<file path="src/rtl/alu32_pkg.sv">
package alu32_pkg;
    typedef enum logic [2:0] {
        FN_AND = 3'b000,
        FN_OR  = 3'b001,
        FN_ADD = 3'b010,
        FN_SUB = 3'b110,
        FN_SLT = 3'b111
    } alu_fn_e;
endpackage

</file>
<file path="src/rtl/alu32_bitwise.sv">
// Per-bit AND and OR lanes.
module alu32_bitwise #(
    parameter int WIDTH = 32
) (
    input  logic [WIDTH-1:0] in_a,
    input  logic [WIDTH-1:0] in_b,
    output logic [WIDTH-1:0] and_out,
    output logic [WIDTH-1:0] or_out
);
    for (genvar i = 0; i < WIDTH; i++) begin : g_lane
        assign and_out[i] = in_a[i] & in_b[i];
        assign or_out[i]  = in_a[i] | in_b[i];
    end
endmodule

</file>
<file path="src/rtl/alu32_addsub.sv">
// Shared adder: negate_b inverts b and also supplies the carry-in.
module alu32_addsub #(
    parameter int WIDTH = 32
) (
    input  logic [WIDTH-1:0] in_a,
    input  logic [WIDTH-1:0] in_b,
    input  logic             negate_b,
    output logic [WIDTH-1:0] sum
);
    logic [WIDTH-1:0] b_eff;
    logic [WIDTH-1:0] cin_ext;

    always_comb begin
        b_eff   = negate_b ? ~in_b : in_b;
        cin_ext = {{(WIDTH-1){1'b0}}, negate_b};
        sum     = in_a + b_eff + cin_ext;
    end
endmodule

</file>
<file path="src/rtl/alu32_select.sv">
// Result selection; unused codes give zero.
module alu32_select #(
    parameter int WIDTH = 32
) (
    input  logic [2:0]       fn,
    input  logic [WIDTH-1:0] and_in,
    input  logic [WIDTH-1:0] or_in,
    input  logic [WIDTH-1:0] sum_in,
    output logic [WIDTH-1:0] sel_out
);
    import alu32_pkg::*;

    logic [WIDTH-1:0] lt_word;

    always_comb begin
        lt_word = {{(WIDTH-1){1'b0}}, sum_in[WIDTH-1]};
        case (fn)
            FN_AND:  sel_out = and_in;
            FN_OR:   sel_out = or_in;
            FN_ADD,
            FN_SUB:  sel_out = sum_in;
            FN_SLT:  sel_out = lt_word;
            default: sel_out = '0;
        endcase
    end
endmodule

</file>
<file path="src/rtl/alu32_core.sv">
module alu32_core #(
    parameter int WIDTH = 32
) (
    input  logic [WIDTH-1:0] op_a,
    input  logic [WIDTH-1:0] op_b,
    input  logic [2:0]       op_sel,
    output logic [WIDTH-1:0] result,
    output logic             zero
);
    typedef struct packed {
        logic [WIDTH-1:0] res;
        logic             zf;
    } alu_out_t;

    logic [WIDTH-1:0] and_w;
    logic [WIDTH-1:0] or_w;
    logic [WIDTH-1:0] sum_w;
    logic [WIDTH-1:0] sel_w;
    alu_out_t         out_d;

    alu32_bitwise #(.WIDTH(WIDTH)) u_bitwise (
        .in_a    (op_a),
        .in_b    (op_b),
        .and_out (and_w),
        .or_out  (or_w)
    );

    alu32_addsub #(.WIDTH(WIDTH)) u_addsub (
        .in_a     (op_a),
        .in_b     (op_b),
        .negate_b (op_sel[2]),
        .sum      (sum_w)
    );

    alu32_select #(.WIDTH(WIDTH)) u_select (
        .fn      (op_sel),
        .and_in  (and_w),
        .or_in   (or_w),
        .sum_in  (sum_w),
        .sel_out (sel_w)
    );

    always_comb begin
        out_d.res = sel_w;
        out_d.zf  = (sel_w == '0);
    end

    assign result = out_d.res;
    assign zero   = out_d.zf;
endmodule

</file>
<file path="config.mk">
export PLATFORM = sky130hd
export DESIGN_NAME = alu32_core
export DESIGN_NICKNAME = d
export VERILOG_FILES = /design/src/rtl/alu32_pkg.sv /design/src/rtl/alu32_bitwise.sv /design/src/rtl/alu32_addsub.sv /design/src/rtl/alu32_select.sv /design/src/rtl/alu32_core.sv
export SDC_FILE = /design/constraint.sdc
export NUM_CORES = 1
export LEC_CHECK = 0
export ABC_AREA = 1
export BUFFER_PORTS_ARGS = -buffer_cell sky130_fd_sc_hd__clkbuf_2
export CORE_ASPECT_RATIO = 1.1
export CORE_MARGIN = 2
export CORE_UTILIZATION = 45
export DETAILED_ROUTE_END_ITERATION = 7
export GPL_ROUTABILITY_DRIVEN = 0
export GPL_TIMING_DRIVEN = 1
export PLACE_DENSITY = 0.71
export SYNTH_ARGS = -nofsm -noshare
export SYNTH_HDL_FRONTEND = slang
export SYNTH_HIERARCHICAL = 1
export SYNTH_SLANG_ARGS = --single-unit
</file>
<file path="constraint.sdc">
create_clock -name vclk -period 6.7
set_clock_uncertainty 0.1 [all_clocks]
set_input_delay 0.335 -clock vclk [all_inputs]
set_output_delay 0.335 -clock vclk [all_outputs]
set_load 0.005 [all_outputs]
</file>
Word level (Yosys, flattened, before mapping)
Index checks and enable logic that the tools add are counted.
- logic and storage cells: 76
- flip-flop bits (word level): 0
- bits of input ports: 67
- output and inout bits: 33
- reductions and logical operators: 3
- add/subtract/negate cells: 2
- bitwise operators: 65
- equal/unequal tests: 4
- muxes and demuxes: 2
- operators by type and width (cell ; number):
    one-hot mux 32 bit (4 select lines) ; 1
    adder 32 x 1 -> 32 bit ; 1
    adder 32 bit ; 1
    AND 1 bit ; 32
    logical NOT 32 bit ; 1
    two-way mux 32 bit ; 1
    NOT 32 bit ; 1
    bitwise OR 1 bit ; 32
    == test 3 bit (second input constant) ; 2
    == test 3 x 1 -> 1 bit (second input constant) ; 1
    == test 3 x 2 -> 1 bit (second input constant) ; 1
    logical NOT 3 bit ; 1
    OR reduction 2 bit ; 1

Longest topological paths before layout
- depth in word-level cells: 6
- gate-level depth with buffers: 26
- gate-level depth less buffers: 24

Hierarchy
Netlist, hierarchy kept.
- modules (own cells, without submodules) (module ; cells each ; times used ; seq. area each (µm²) ; area each (µm²)):
    alu32_addsub ; 479 ; 1 ; 0.0 ; 2568.7
    alu32_select ; 150 ; 1 ; 0.0 ; 709.4
    alu32_bitwise ; 160 ; 1 ; 0.0 ; 600.6
    alu32_core ; 31 ; 1 ; 0.0 ; 116.4

Worst setup path after synthesis
Ideal clock, no wire load.
- path kind: input to output
- start: input op_sel[2]
- end: output zero
- data required time: 6.265 ns
- stages: 24
- path slack: 3.666 ns
- path buffers: 2
- arrival: 2.599 ns
- path through: buf_4 buf_2 xor2_1 ha_1 nand2_2 clkinv_1 nand2_1 and2_4 nor2_2 nor2_1 nand2_2 nand2_2 nand2_1 nand2_1 nand2_1 nand2_1 nor2_1 nor2_1 nand3_1 nor2_1 nand2_1 nor2_1 nand2_1 nor2_1
- longest elaborated chain between the ends: 5
- elaborated cells between the ends (all ways): 11
- classes of those cells: add/sub: 2; eq/ne: 4; mux: 2; reduce/logical: 3
- RTL lines (item ; line ; source):
    start: declaration ; alu32_core.sv:6 ; input logic [2:0] op_sel,
    two-way mux 32 bit ; alu32_addsub.sv:14 ; b_eff = negate_b ? ~in_b : in_b;
    adder 32 bit ; alu32_addsub.sv:16 ; sum = in_a + b_eff + cin_ext;
    adder 32 x 1 -> 32 bit * ; alu32_addsub.sv:16 ;
    named net sum_w[31] ; alu32_core.sv:17 ; logic [WIDTH-1:0] sum_w;
    one-hot mux 32 bit (4 select lines) * ; alu32_select.sv:17 ; case (fn)
    named net result[0] ; alu32_core.sv:7 ; output logic [WIDTH-1:0] result,
    logical NOT 32 bit * ; alu32_core.sv:45 ; out_d.zf = (sel_w == '0);
    end: declaration ; alu32_core.sv:8 ; output logic zero
The timed path passes the listed nets; every way through them passes the cells marked *.

Worst setup path in the final report
- start: input op_sel[2]
- end: output zero
- longest elaborated chain between the ends: 5
- elaborated cells between the ends (all ways): 11
- classes of those cells: add/sub: 2; eq/ne: 4; mux: 2; reduce/logical: 3
- RTL lines (item ; line):
    two-way mux 32 bit ; alu32_addsub.sv:14
    adder 32 bit ; alu32_addsub.sv:16
    adder 32 x 1 -> 32 bit * ; alu32_addsub.sv:16
    named net sum_w[31] ; alu32_core.sv:17
    one-hot mux 32 bit (4 select lines) * ; alu32_select.sv:17
    logical NOT 32 bit * ; alu32_core.sv:45
Marks and branches as above.

==> metrics.md <==
| Metric | Value |
|---|---|
| Internal Power | 0.173 mW |
| Final net count | 1010 |
| Synth area leaders | nand2_1, inv_1, nand3_1, ha_1, xor2_1 |
| DRT iter0 DRCs | 208 |
| Largest area contributor in the netlist | nand2_1 |
| Flip-flop and latch count | 0 |
| Most frequent cells after synthesis | nand2_1, inv_1, nand3_1, nor2_1, xor2_1 |
| Crit Path Category | in -> out |
| Slowest cell on crit path | buf_4 |
| Cts repair resizes | 0 |
| Clock share of power | 0 |
| Register area share after synthesis | 0 |
| Core area | 8740 µm² |
| Antenna Cells | 0 |
| Maxcap violations | 0 |
| Fmax achieved | 0.262 GHz |
| Initial Util | 0.457 |
| Min-delay worst type | in -> out |
| VDD IR max | 0.0383 mV |
| Post-CTS Setup Bufs | 0 |
| Worst path required time | 6.26 ns |
| Nature of the critical path startpoint | input port |
| Placed cell count | 1021 |
| DP HPWL | 9690 µm |
| WL final | 11600 µm |
| Via Count | 4885 |
| CLK BUF | 0 |
| Fin crit share | 0.570 |
| Number of global-route vias before repair | 4415 |
| Power, Total | 0.471 mW |
| CP cell instances | clkbuf_2 -> buf_4 -> xor2_1 -> ha_1 -> nand2_1 -> inv_1 -> a21oi_1 -> inv_1 -> nor2_1 -> nand2_2 -> nand2_2 -> nand2_1 -> nand2_1 -> nand2_1 -> nand2_1 -> nor2_1 -> nor2_1 -> nand3_1 -> nor2_1 -> nand2_1 -> nor2_1 -> nand2_1 -> nor2_1 -> clkbuf_2 |
| Mapped Nets | 921 |
| Syn_area_per_cell | 4.87 µm² |
| Hold-fix buffers at CTS | 0 |
| Largest net degree at the start of global routing | 37 |
| Min cycle time layout | 3.82 ns |
| Layout cells sized above 1 | 0.153 |
| Synth Instances | 820 |
| Die Width | 93.8 µm |
| Post-route cell area | 4550 µm² |
| Worst Max-Slew Pin Slew | 0.892 ns |
| Synth cell types | 31 |
| Congestion Overflow GR | 0 |
| Initial antenna violation count | 0 |
| Outcome | finished, final reports clean |
| Slew HR | 0.403 |
| Sw Pwr | 0.299 mW |
| Post-synth top area share | 0.278 |
| I/O pins | 100 |
| # rows | 36 |
| Synth Cell Area | 4000 µm² |
| CP peak stage delay | 0.50 ns |
| Tot GR Track Use | 0.238 |
| Die Area | 9650 µm² |
| DR WL/cell | 11.4 µm |
| Port buffer count | 100 |
| Non-Filler Instances | 1021 |
| Final setup violating endpoints | 0 |
| First-pass GRT wire length | 19000 µm |
| Worst Path Max Fanout | 36 |
| Combinational Power Share | 1.000 |
| Fin. Hold Viols | 0 |
| Worst Path Arrival | 3.39 ns |
| Cell area power density | 103 nW/µm² |
| Seq pwr share | 0 |
| Top-count cell post-synth | nand2_1 |
| Die H | 103 µm |
| P_leak | 3.13 nW |
| Placed Instance Area | 4550 µm² |
| TNS Setup | 0 ns |
| Switch share | 0.633 |
| CP dominant cell by count | nand2_1 |
| DRT Pass-1 Iters | 5 |
| Critical path endpoint category | primary output |
| Finished Core Util | 0.521 |
| Fin. max-slew vios | 0 |
| RSZ-0062 raised after global routing | false |
| Via density | 4.78 |
| P&R area growth vs syn | 14.0% |
| Post-DRT Antenna Nets | 0 |
| Synth warn | 6 |
| Register area | 0 µm² |
| Drc violations | 0 |
area by class of cell:
class	instances	area, µm²
multi-input cells	617	3190
well taps	114	143
fillers	1030	4180
inverters	188	708
repair buffers	102	515
power groups by stage:
stage               registers (mW)  logic, mW  clock network (mW)
finish                           0      0.471                   0
global route                     0      0.540                   0
CTS                              0      0.470                   0
detailed placement               0      0.468                   0
global placement                 0      0.467                   0
floorplan                        0      0.335                   0
cell usage in the layout, fill, tap and decap left out:
cell	netlist	routed
o21ai_2	1	1
nor2_2	4	4
o21ai_0	16	16
nand4_1	1	1
inv_1	184	184
nand3_1	87	87
a21oi_2	1	1
nand2_2	20	20
clkbuf_2	0	100
o21bai_1	4	4
fa_1	1	1
nor2_1	61	61
nor4_2	1	1
buf_4	5	2
a21o_1	1	1
inv_2	2	2
nor4_1	2	2
nor3_4	2	2
nor3_1	3	3
a21oi_1	31	31
nand2_1	296	296
ha_1	33	33
inv_4	1	1
nand3_2	3	3
clkinv_1	1	1
xnor2_1	3	3
xor2_1	44	44
nor3_2	1	1
and2_4	1	1
worst max-delay path: cells and delay by family:
family | cells | cell delay [ns]
buffers and inverters | 5 | 0.83
adder cells (fa/ha/maj) | 1 | 0.28
XOR/XNOR | 1 | 0.25
AND/OR/NAND/NOR | 16 | 1.43
AO/OA/AOI/OAI | 1 | 0.25
cells by family after synthesis:
kind of cell / Yosys count / share of synthesized area
AO/OA/AOI/OAI: 54 / 0.0727
XOR/XNOR: 47 / 0.103
adder cells (fa/ha/maj): 34 / 0.108
buffers and inverters: 203 / 0.202
AND/OR/NAND/NOR: 482 / 0.514
metrics by stage:
stage	setup WS, ns	hold WS (ns)
after floorplan	3.67	0.725
after global placement	2.87	0.992
after detailed placement	2.88	0.996
after CTS	2.87	0.998
after global routing	2.47	1.04
final	2.88	0.999
worst paths after layout:
| check | cells after the start | slack, ns | from | to |
|---|---|---|---|---|
| setup / recovery | 24 | 2.88 | op_sel[2] | zero |
| hold / removal | 6 | 1.0 | op_a[2] | result[2] |
metal layers:
layer	GRT usage	up-vias	share of wire
met5	0	-	0
met4	0.0446	0	0.018
met3	0.0102	19	0.040
met2	0.472	112	0.50
met1	0.283	2112	0.44
li1	-	2642	-
No activity file was read; power rests on OpenSTA's default activity.
